File: config.mk
export PLATFORM = sky130hd
export DESIGN_NAME = pg_monitor
export DESIGN_NICKNAME = d
export VERILOG_FILES = /design/src/rtl/pgm_pkg.sv /design/src/rtl/pgm_vid_decode.sv /design/src/rtl/pgm_thresh_stage.sv /design/src/rtl/pgm_fall_timer.sv /design/src/rtl/pg_monitor.sv
export SDC_FILE = /design/constraint.sdc
export NUM_CORES = 1
export LEC_CHECK = 0
export BUFFER_PORTS_ARGS = -buffer_cell sky130_fd_sc_hd__buf_2
export CAP_MARGIN = 20
export CORE_ASPECT_RATIO = 0.8
export CORE_MARGIN = 2
export CORE_UTILIZATION = 35
export DETAILED_ROUTE_END_ITERATION = 6
export GPL_TIMING_DRIVEN = 0
export SLEW_MARGIN = 20
export SYNTH_ARGS = -nofsm -noshare
export SYNTH_HDL_FRONTEND = slang
export SYNTH_HIERARCHICAL = 1
export SYNTH_SLANG_ARGS = --single-unit
File: constraint.sdc
create_clock -name clk -period 2.5 [get_ports clk]
set_input_delay 0.375 -clock clk [delete_from_list [all_inputs] [get_ports clk]]
set_output_delay 0.375 -clock clk [all_outputs]
set_load 0.05 [all_outputs]
File: src/rtl/pgm_pkg.sv
package pgm_pkg;
  localparam logic [4:0]  VID_OFF     = 5'h1F;
  localparam int unsigned SP_BASE_MV  = 1100;
  localparam int unsigned SP_STEP_MV  = 25;
  localparam int unsigned SP_TOP_CODE = 30;

  // Descending code map: highest live code is the lowest voltage.
  function automatic logic [31:0] vid_to_mv(input logic [4:0] code);
    logic [31:0] steps;
    if (code == VID_OFF) return 32'd0;
    steps = 32'(SP_TOP_CODE) - 32'(code);
    return 32'(SP_BASE_MV) + steps * 32'(SP_STEP_MV);
  endfunction

  typedef struct packed {
    logic force_low;
    logic in_spec;
  } pgm_stage_t;
endpackage

File: src/rtl/pgm_vid_decode.sv
module pgm_vid_decode #(
  parameter int unsigned MV_W = 12
) (
  input  logic [4:0]      vid_code,
  output logic [MV_W-1:0] target_mv,
  output logic            is_off
);
  import pgm_pkg::*;
  logic [31:0] full_mv;

  always_comb begin
    full_mv   = vid_to_mv(vid_code);
    target_mv = full_mv[MV_W-1:0];
    is_off    = (vid_code == VID_OFF);
  end
endmodule

File: src/rtl/pgm_thresh_stage.sv
module pgm_thresh_stage #(
  parameter int unsigned MV_W    = 12,
  parameter int unsigned THR_PCT = 88
) (
  input  logic               clk,
  input  logic               rst_n,
  input  logic [MV_W-1:0]    fb_mv,
  input  logic [MV_W-1:0]    target_mv,
  input  logic               is_off,
  input  logic               enable,
  output pgm_pkg::pgm_stage_t stage_q,
  output logic [MV_W-1:0]    target_q
);
  import pgm_pkg::*;
  localparam int unsigned PROD_W = MV_W + 8;

  logic [PROD_W-1:0] fb_scaled;
  logic [PROD_W-1:0] sp_scaled;
  pgm_stage_t        stage_d;

  always_comb begin
    fb_scaled         = PROD_W'(fb_mv) * PROD_W'(100);
    sp_scaled         = PROD_W'(target_mv) * PROD_W'(THR_PCT);
    stage_d.force_low = is_off | ~enable;
    stage_d.in_spec   = (fb_scaled >= sp_scaled);
  end

  always_ff @(posedge clk or negedge rst_n) begin
    if (!rst_n) begin
      stage_q  <= '{force_low: 1'b1, in_spec: 1'b0};
      target_q <= '0;
    end else begin
      stage_q  <= stage_d;
      target_q <= target_mv;
    end
  end
endmodule

File: src/rtl/pgm_fall_timer.sv
module pgm_fall_timer #(
  parameter int unsigned DELAY_TICKS = 500
) (
  input  logic               clk,
  input  logic               rst_n,
  input  pgm_pkg::pgm_stage_t stage_q,
  input  logic               tick,
  output logic               flag_q
);
  localparam int unsigned CNT_W = (DELAY_TICKS < 2) ? 1 : $clog2(DELAY_TICKS);
  localparam logic [CNT_W-1:0] LAST = CNT_W'(DELAY_TICKS - 1);

  logic [CNT_W-1:0] bad_cnt;

  always_ff @(posedge clk or negedge rst_n) begin
    if (!rst_n) begin
      flag_q  <= 1'b0;
      bad_cnt <= '0;
    end else if (stage_q.force_low) begin
      flag_q  <= 1'b0;
      bad_cnt <= '0;
    end else if (stage_q.in_spec) begin
      flag_q  <= 1'b1;
      bad_cnt <= '0;
    end else if (flag_q && tick) begin
      if (bad_cnt == LAST) begin
        flag_q  <= 1'b0;
        bad_cnt <= '0;
      end else begin
        bad_cnt <= bad_cnt + 1'b1;
      end
    end else if (!flag_q) begin
      bad_cnt <= '0;
    end
  end
endmodule

File: src/rtl/pg_monitor.sv
module pg_monitor #(
  parameter int unsigned MV_W        = 12,
  parameter int unsigned THR_PCT     = 88,
  parameter int unsigned DELAY_TICKS = 500
) (
  input  logic            clk,
  input  logic            rst_n,
  input  logic [4:0]      vid_code,
  input  logic [MV_W-1:0] fb_mv,
  input  logic            enable,
  input  logic            tick,
  output logic            pg_ok,
  output logic [MV_W-1:0] setpoint_mv
);
  import pgm_pkg::*;

  logic [MV_W-1:0] dec_mv;
  logic            dec_off;
  pgm_stage_t      stage_q;

  pgm_vid_decode #(.MV_W(MV_W)) u_decode (
    .vid_code (vid_code),
    .target_mv(dec_mv),
    .is_off   (dec_off)
  );

  pgm_thresh_stage #(.MV_W(MV_W), .THR_PCT(THR_PCT)) u_thresh (
    .clk      (clk),
    .rst_n    (rst_n),
    .fb_mv    (fb_mv),
    .target_mv(dec_mv),
    .is_off   (dec_off),
    .enable   (enable),
    .stage_q  (stage_q),
    .target_q (setpoint_mv)
  );

  pgm_fall_timer #(.DELAY_TICKS(DELAY_TICKS)) u_timer (
    .clk    (clk),
    .rst_n  (rst_n),
    .stage_q(stage_q),
    .tick   (tick),
    .flag_q (pg_ok)
  );
endmodule

==> results of run 1 <==
sequential cells by signal, indices dropped and copies added, names as in the netlist:
register / flops
u_timer/bad_cnt: 9
u_timer/flag_q: 1
u_thresh/stage_q: 2
u_thresh/target_q: 12
cell usage after synthesis (12+ instances only):
cell type	count
ha_1	108
inv_1	84
a21oi_1	37
nor2_1	25
dfrtp_1	23
fa_1	20
nand2_1	19
xor2_1	16
xnor2_1	15
nor3_1	13
o21ai_0	13
nand3_1	12
what timing repair did:
action	CTS	global route
setup buffers	12	7
pin swaps	23	18
endpoints found under the setup margin	8	9
hold endpoints to repair	0	0
gates resized for setup	26	22
metal layers:
layer	track usage [%]	share of wire, %	wire (um)	vias up
li1	-	-	-	1743
met1	18.8	49	4310	1644
met2	21.8	47	4120	44
met3	2.59	3.0	263	9
met4	1.94	0.89	78	0
met5	0	0	0	-
worst max path at each step:
| stage | start | end | slack (ps) | cells after the start |
|---|---|---|---|---|
| final | vid_code[1] | u_thresh/stage_q[0] | -3530 | 29 |
| after global routing | vid_code[0] | u_thresh/stage_q[0] | -3750 | 29 |
| after CTS | vid_code[0] | u_thresh/stage_q[0] | -3530 | 29 |
| after detailed placement | vid_code[0] | u_thresh/stage_q[0] | -4340 | 27 |
| after global placement | vid_code[0] | u_thresh/stage_q[0] | -4340 | 27 |
| after floorplan | vid_code[1] | u_thresh/stage_q[0] | -3610 | 28 |
layout make-up:
cell class              count  area share [%]
clock inverters             1           0.573
repair buffers             52            6.47
well taps                 148            3.53
clock buffers               3            1.43
multi-input cells         362            70.2
flip-flops and latches     24            11.5
inverters                  84            6.01
plain buffers               2           0.310
cell usage in the layout (no fill, tap or decap), types with 9 or more instances in the layout:
| cell | instances |
|---|---|
| a21oi_1 | 30 |
| buf_2 | 32 |
| buf_4 | 16 |
| dfrtp_1 | 23 |
| fa_1 | 19 |
| ha_1 | 90 |
| ha_4 | 17 |
| inv_1 | 79 |
| nand2_1 | 18 |
| nand3_1 | 9 |
| nor2_1 | 23 |
| nor2b_1 | 10 |
| o21a_1 | 9 |
| o21ai_0 | 9 |
| xnor2_1 | 15 |
| xor2_1 | 13 |
metrics by stage:
stage          std cells  setup slack (ps)
2_1_floorplan        472             -3610
3_3_place_gp         653             -4340
3_5_place_dp         653             -4340
4_1_cts              669             -3530
5_1_grt              676             -3750
6_report             676             -3530
cells by family after synthesis:
group,after synthesis,synth area share [%]
fa+ha+maj,128,42.0
compound gates,100,16.0
simple gates,99,12.2
buf+inv,86,7.95
xor+xnor,31,6.51
flops,24,14.4
mux,4,0.990
==> out/summary.log, run 1 <==
qor: run_status.status finished, violations left
qor: run_status.failed_checks setup timing
qor: setup_path.worstSetupStartpointType input pin
qor: setup_path.timing.rr.start u_timer/bad_cnt[0]
qor: floorplan.fp.coreArea 11600 um^2
qor: layout.total_area_of_multi_input_combinational_cells 3680 um^2
qor: clock_tree.clock_path_buffers 2
qor: drt.drt_iter0_drc 119
qor: logic_synthesis.synth_seq_cells 24
qor: setup_path.worst-r2r-cell-count 6
qor: clock_tree.cts_num_sinks 24
qor: clock_tree.clk-insertion-delay-late 270 ps
qor: floorplan.std_cell_rows 35
qor: sta.setup_tns -7740 ps
qor: sta.report.final.slew_viol_count 0
qor: logic_synthesis.synth.yosys.seq_area_share 14.4%
qor: grt.antenna_violations_before_repair 0
qor: logic_synthesis.asyncSetResetFlopFracSynth 100%
qor: setup_path.critical_path.endpoint_type flop
qor: logic_synthesis.synth-edff-count 0
qor: sta.rsz0062_at_grt yes
qor: placed_design.dpl-instance-area 4750 um^2
qor: clock_tree.tritoncts.num_buffers 3
qor: drt.routed_wire_length_per_instance 13.0 um
qor: sta.timing.final.setup_violations 9
qor: setup_path.worst-path-buf-inv 4
qor: placed_design.portBuffers 33
qor: placed_design.gp_routability_congestion 0.815
qor: layout.fin_nets 678
qor: floorplan.die_h 102 um
qor: sta.maximum_operating_frequency 166 MHz
qor: sta.final_skew 3.86 ps
qor: logic_synthesis.post-synth-top-area-cell ha_1
qor: floorplan.effective_utilization_at_floorplan 36.1%
qor: layout.area_delta_synth_final 25.7%
qor: setup_path.max_stage_delay 580 ps
qor: clock_tree.register_clock_pin_slew_on_the_reported_worst_setup_and_hold_paths 60 ps
qor: logic_synthesis.post_synth_num_cell_types 56
qor: run.drv.max_cap_violation_count 0
qor: setup_path.r2r_end u_timer/bad_cnt[5]
qor: logic_synthesis.synth.top_cell.area_share 32.4%
qor: setup_path.setup.reg_to_reg.worst_slack 870 ps
qor: logic_synthesis.synth_top_cells_by_area ha_1 32%, dfrtp_1 14%, fa_1 9.6%, inv_1 7.6%, a21oi_1 4.4%
qor: floorplan.die_outline_area 12800 um^2
qor: setup_path.cpMaxStageDelayCell fa_1
qor: sta.finalWorstSetupSlack -3530 ps
qor: grt.leftover_overflow_at_the_end_of_global_routing 0
qor: logic_synthesis.postSynth.topFlopCell dfrtp_1
qor: placed_design.detailed_place_hpwl 6860 um
qor: setup_path.worst-setup-path-type in2reg
qor: layout.final.fill_count 1096
qor: drt.wl 8770 um
qor: setup_path.worst_ep_arrival 6180 ps
qor: drt.drc_markers 0
qor: drt.dr_total_vias 3440
qor: layout.seq_area 602 um^2
qor: layout.insertedDiodeCount 0
qor: layout.final_area 5240 um^2
qor: setup_path.crit_path_frequent_cell ha_4
qor: clock_tree.cts.hold.buffers_added 0
qor: sta.fin_hold_ws 83.4 ps
qor: layout.finish.utilization 45.4%
qor: setup_path.family_of_cells_with_the_greatest_summed_delay_on_the_critical_path adder cells
qor: worst_hold_path.worstHoldPathType in2async
qor: clock_tree.clock_tree_from_tritoncts done
qor: logic_synthesis.synth.yosys.warnings 6
qor: drt.ant_nets 0
qor: floorplan.io_pins 34
qor: grt.grt_start_max_net_pins 25
qor: grt.grt_first_pass_wirelength 14100 um
qor: clock_tree.cts_htree_levels 1
qor: drt.drt_first_pass_iters 4
qor: setup_path.largest_fanout_on_the_critical_path 6
qor: sta.final-hold-violation-count 0
qor: layout.drive_above_1_share 24.1%
qor: sta.worst_pin_slew 593 ps
qor: sta.slew_headroom 60.4%
qor: drt.avg_vias_per_cell 5.09
qor: logic_synthesis.synth.net_count 621
qor: setup_path.data_required_time_of_the_critical_path 2650 ps
qor: grt.number_of_global_route_vias_before_repair 3133
qor: logic_synthesis.netlist_instances 472
qor: grt.globalRouteTotalUtil 13.3%
qor: sta.fin_crit 6030 ps
qor: logic_synthesis.syn-cell-area 4170 um^2
qor: sta.finalCritPeriodShare 241%
qor: floorplan.die_x 126 um
qor: logic_synthesis.postSynthAreaPerCell 8.84 um^2
qor: clock_tree.clock-root-buffer clkbuf_16
Power of run 1 is left out: the tool's default activity adds up to more than one toggle a clock period on the data nets, which glitch-free logic cannot reach.
==> run 2: changes to the inputs <==
MAX_ROUTING_LAYER = met4   (was not set)
==> out/summary.log, run 2 (synthesized netlist as in run 1, its figures left out) <==
qor: floorplan.die_h 102 um
qor: sta.rsz0062_at_grt yes
qor: setup_path.max_stage_delay 580 ps
qor: sta.report.final.slew_viol_count 0
qor: layout.final_area 5230 um^2
qor: layout.largest_register_ffs 12
qor: placed_design.portBuffers 33
qor: layout.regMostFlops u_thresh/target_q
qor: sta.maximum_operating_frequency 165 MHz
qor: setup_path.crit_path_frequent_cell ha_4
qor: layout.largestRegisters u_thresh/target_q (12), u_timer/bad_cnt (9), u_thresh/stage_q (2)
qor: floorplan.die_outline_area 12800 um^2
qor: placed_design.gp_routability_congestion 0.827
qor: layout.drive_above_1_share 24.6%
qor: setup_path.worst_ep_arrival 6210 ps
qor: clock_tree.clk-insertion-delay-late 270 ps
qor: layout.fin_nets 678
qor: sta.fin_hold_ws 81.5 ps
qor: sta.finalCritPeriodShare 242%
qor: setup_path.family_of_cells_with_the_greatest_summed_delay_on_the_critical_path adder cells
qor: setup_path.critical_path.endpoint_type flop
qor: placed_design.detailedPlace.worstSlack -4340 ps
qor: setup_path.data_required_time_of_the_critical_path 2650 ps
qor: clock_tree.register_clock_pin_slew_on_the_reported_worst_setup_and_hold_paths 60 ps
qor: clock_tree.clock_path_buffers 2
qor: layout.final.fill_count 1098
qor: floorplan.fp.coreArea 11600 um^2
qor: floorplan.die_x 126 um
qor: sta.worst_pin_slew 611 ps
qor: layout.insertedDiodeCount 0
qor: run.drv.max_cap_violation_count 0
qor: drt.avg_vias_per_cell 5.07
qor: clock_tree.cts_num_sinks 24
qor: floorplan.std_cell_rows 35
qor: drt.dr_total_vias 3426
qor: grt.grt_start_max_net_pins 25
qor: drt.ant_nets 0
qor: drt.drc_markers 0
qor: drt.drt_first_pass_iters 4
qor: setup_path.worst-path-buf-inv 4
qor: setup_path.largest_fanout_on_the_critical_path 6
qor: drt.drt_iter0_drc 117
qor: floorplan.effective_utilization_at_floorplan 36.1%
qor: sta.final-hold-violation-count 0
qor: clock_tree.tritoncts.num_buffers 3
qor: sta.setup_tns -7720 ps
qor: floorplan.io_pins 34
qor: setup_path.worstSetupStartpointType input pin
qor: sta.finalWorstSetupSlack -3560 ps
qor: sta.fin_crit 6060 ps
qor: run_status.failed_checks setup timing
qor: setup_path.cpMaxStageDelayCell fa_2
qor: sta.final_skew 1.71 ps
qor: layout.layout_commonest_cell ha_1
qor: drt.routed_wire_length_per_instance 12.8 um
qor: clock_tree.clock-root-buffer clkbuf_16
qor: worst_hold_path.worstHoldPathType in2async
qor: sta.slew_headroom 59.2%
qor: grt.globalRouteTotalUtil 13.7%
qor: layout.area_delta_synth_final 25.2%
qor: grt.number_of_global_route_vias_before_repair 3137
qor: grt.grt_first_pass_wirelength 14100 um
qor: layout.layout_common_cells 91 x ha_1, 79 x inv_1, 32 x buf_2
qor: drt.wl 8650 um
qor: placed_design.dpl-instance-area 4750 um^2
qor: placed_design.detailed_place_hpwl 6860 um
qor: grt.antenna_violations_before_repair 0
qor: setup_path.worst-setup-path-type in2reg
qor: grt.leftover_overflow_at_the_end_of_global_routing 0
qor: run_status.status finished, violations left
qor: clock_tree.clock_tree_from_tritoncts done
qor: clock_tree.cts_htree_levels 1
qor: sta.timing.final.setup_violations 9
run 2: worst reg2reg max path, stage by stage (launching register included):
cell      delay, ps
dfrtp_1         410
ha_1            240
and4bb_4        230
a211oi_4        290
buf_6           180
a21oi_1          70
a21oi_1         150
run 2: layer usage:
| metal | GRT usage (%) | wire, um |
|---|---|---|
| met3 | 2.59 | 261 |
| met5 | - | 0 |
| met2 | 21.8 | 3960 |
| met1 | 18.7 | 4360 |
| met4 | 1.94 | 70 |
run 2: repair_timing:
action	4_1_cts	5_1_grt
pin swaps	23	18
hold buffers	0	0
endpoints found under the setup margin	8	9
resized for setup	26	22
setup buffers	12	7
run 2: worst paths after layout:
| path | start | end | slack [ps] | cells past startpoint |
|---|---|---|---|---|
| setup / recovery | vid_code[1] | u_thresh/stage_q[0] | -3560 | 29 |
| hold / removal | rst_n | u_timer/bad_cnt[2] | 80 | 1 |
| setup reg to reg | u_timer/bad_cnt[0] | u_timer/bad_cnt[5] | 860 | 6 |
| hold reg to reg | u_timer/bad_cnt[7] | u_timer/bad_cnt[7] | 480 | 1 |
| max in group asynchronous | rst_n | u_thresh/stage_q[1] | 2040 | 1 |
| min in group clk | enable | u_thresh/stage_q[1] | 240 | 2 |
run 2: final cells by class:
cell class	instances	area [um^2]	area share (%)
sequential	24	602	11.5
buffer	2	16.3	0.311
timing repair buffer	52	335	6.42
multi-input combinational	362	3670	70.2
inverter	84	315	6.03
clock buffer	3	75.1	1.44
clock inverter	1	30.0	0.575
tap	148	185	3.54
run 2: stage by stage:
step | instances | util (%)
2_1_floorplan | 472 | -
3_3_place_gp | 653 | 41.1
3_5_place_dp | 653 | 41.1
4_1_cts | 669 | 43.8
5_1_grt | 676 | 45.2
6_report | 676 | 45.2
Power of run 2 is left out for the same reason.
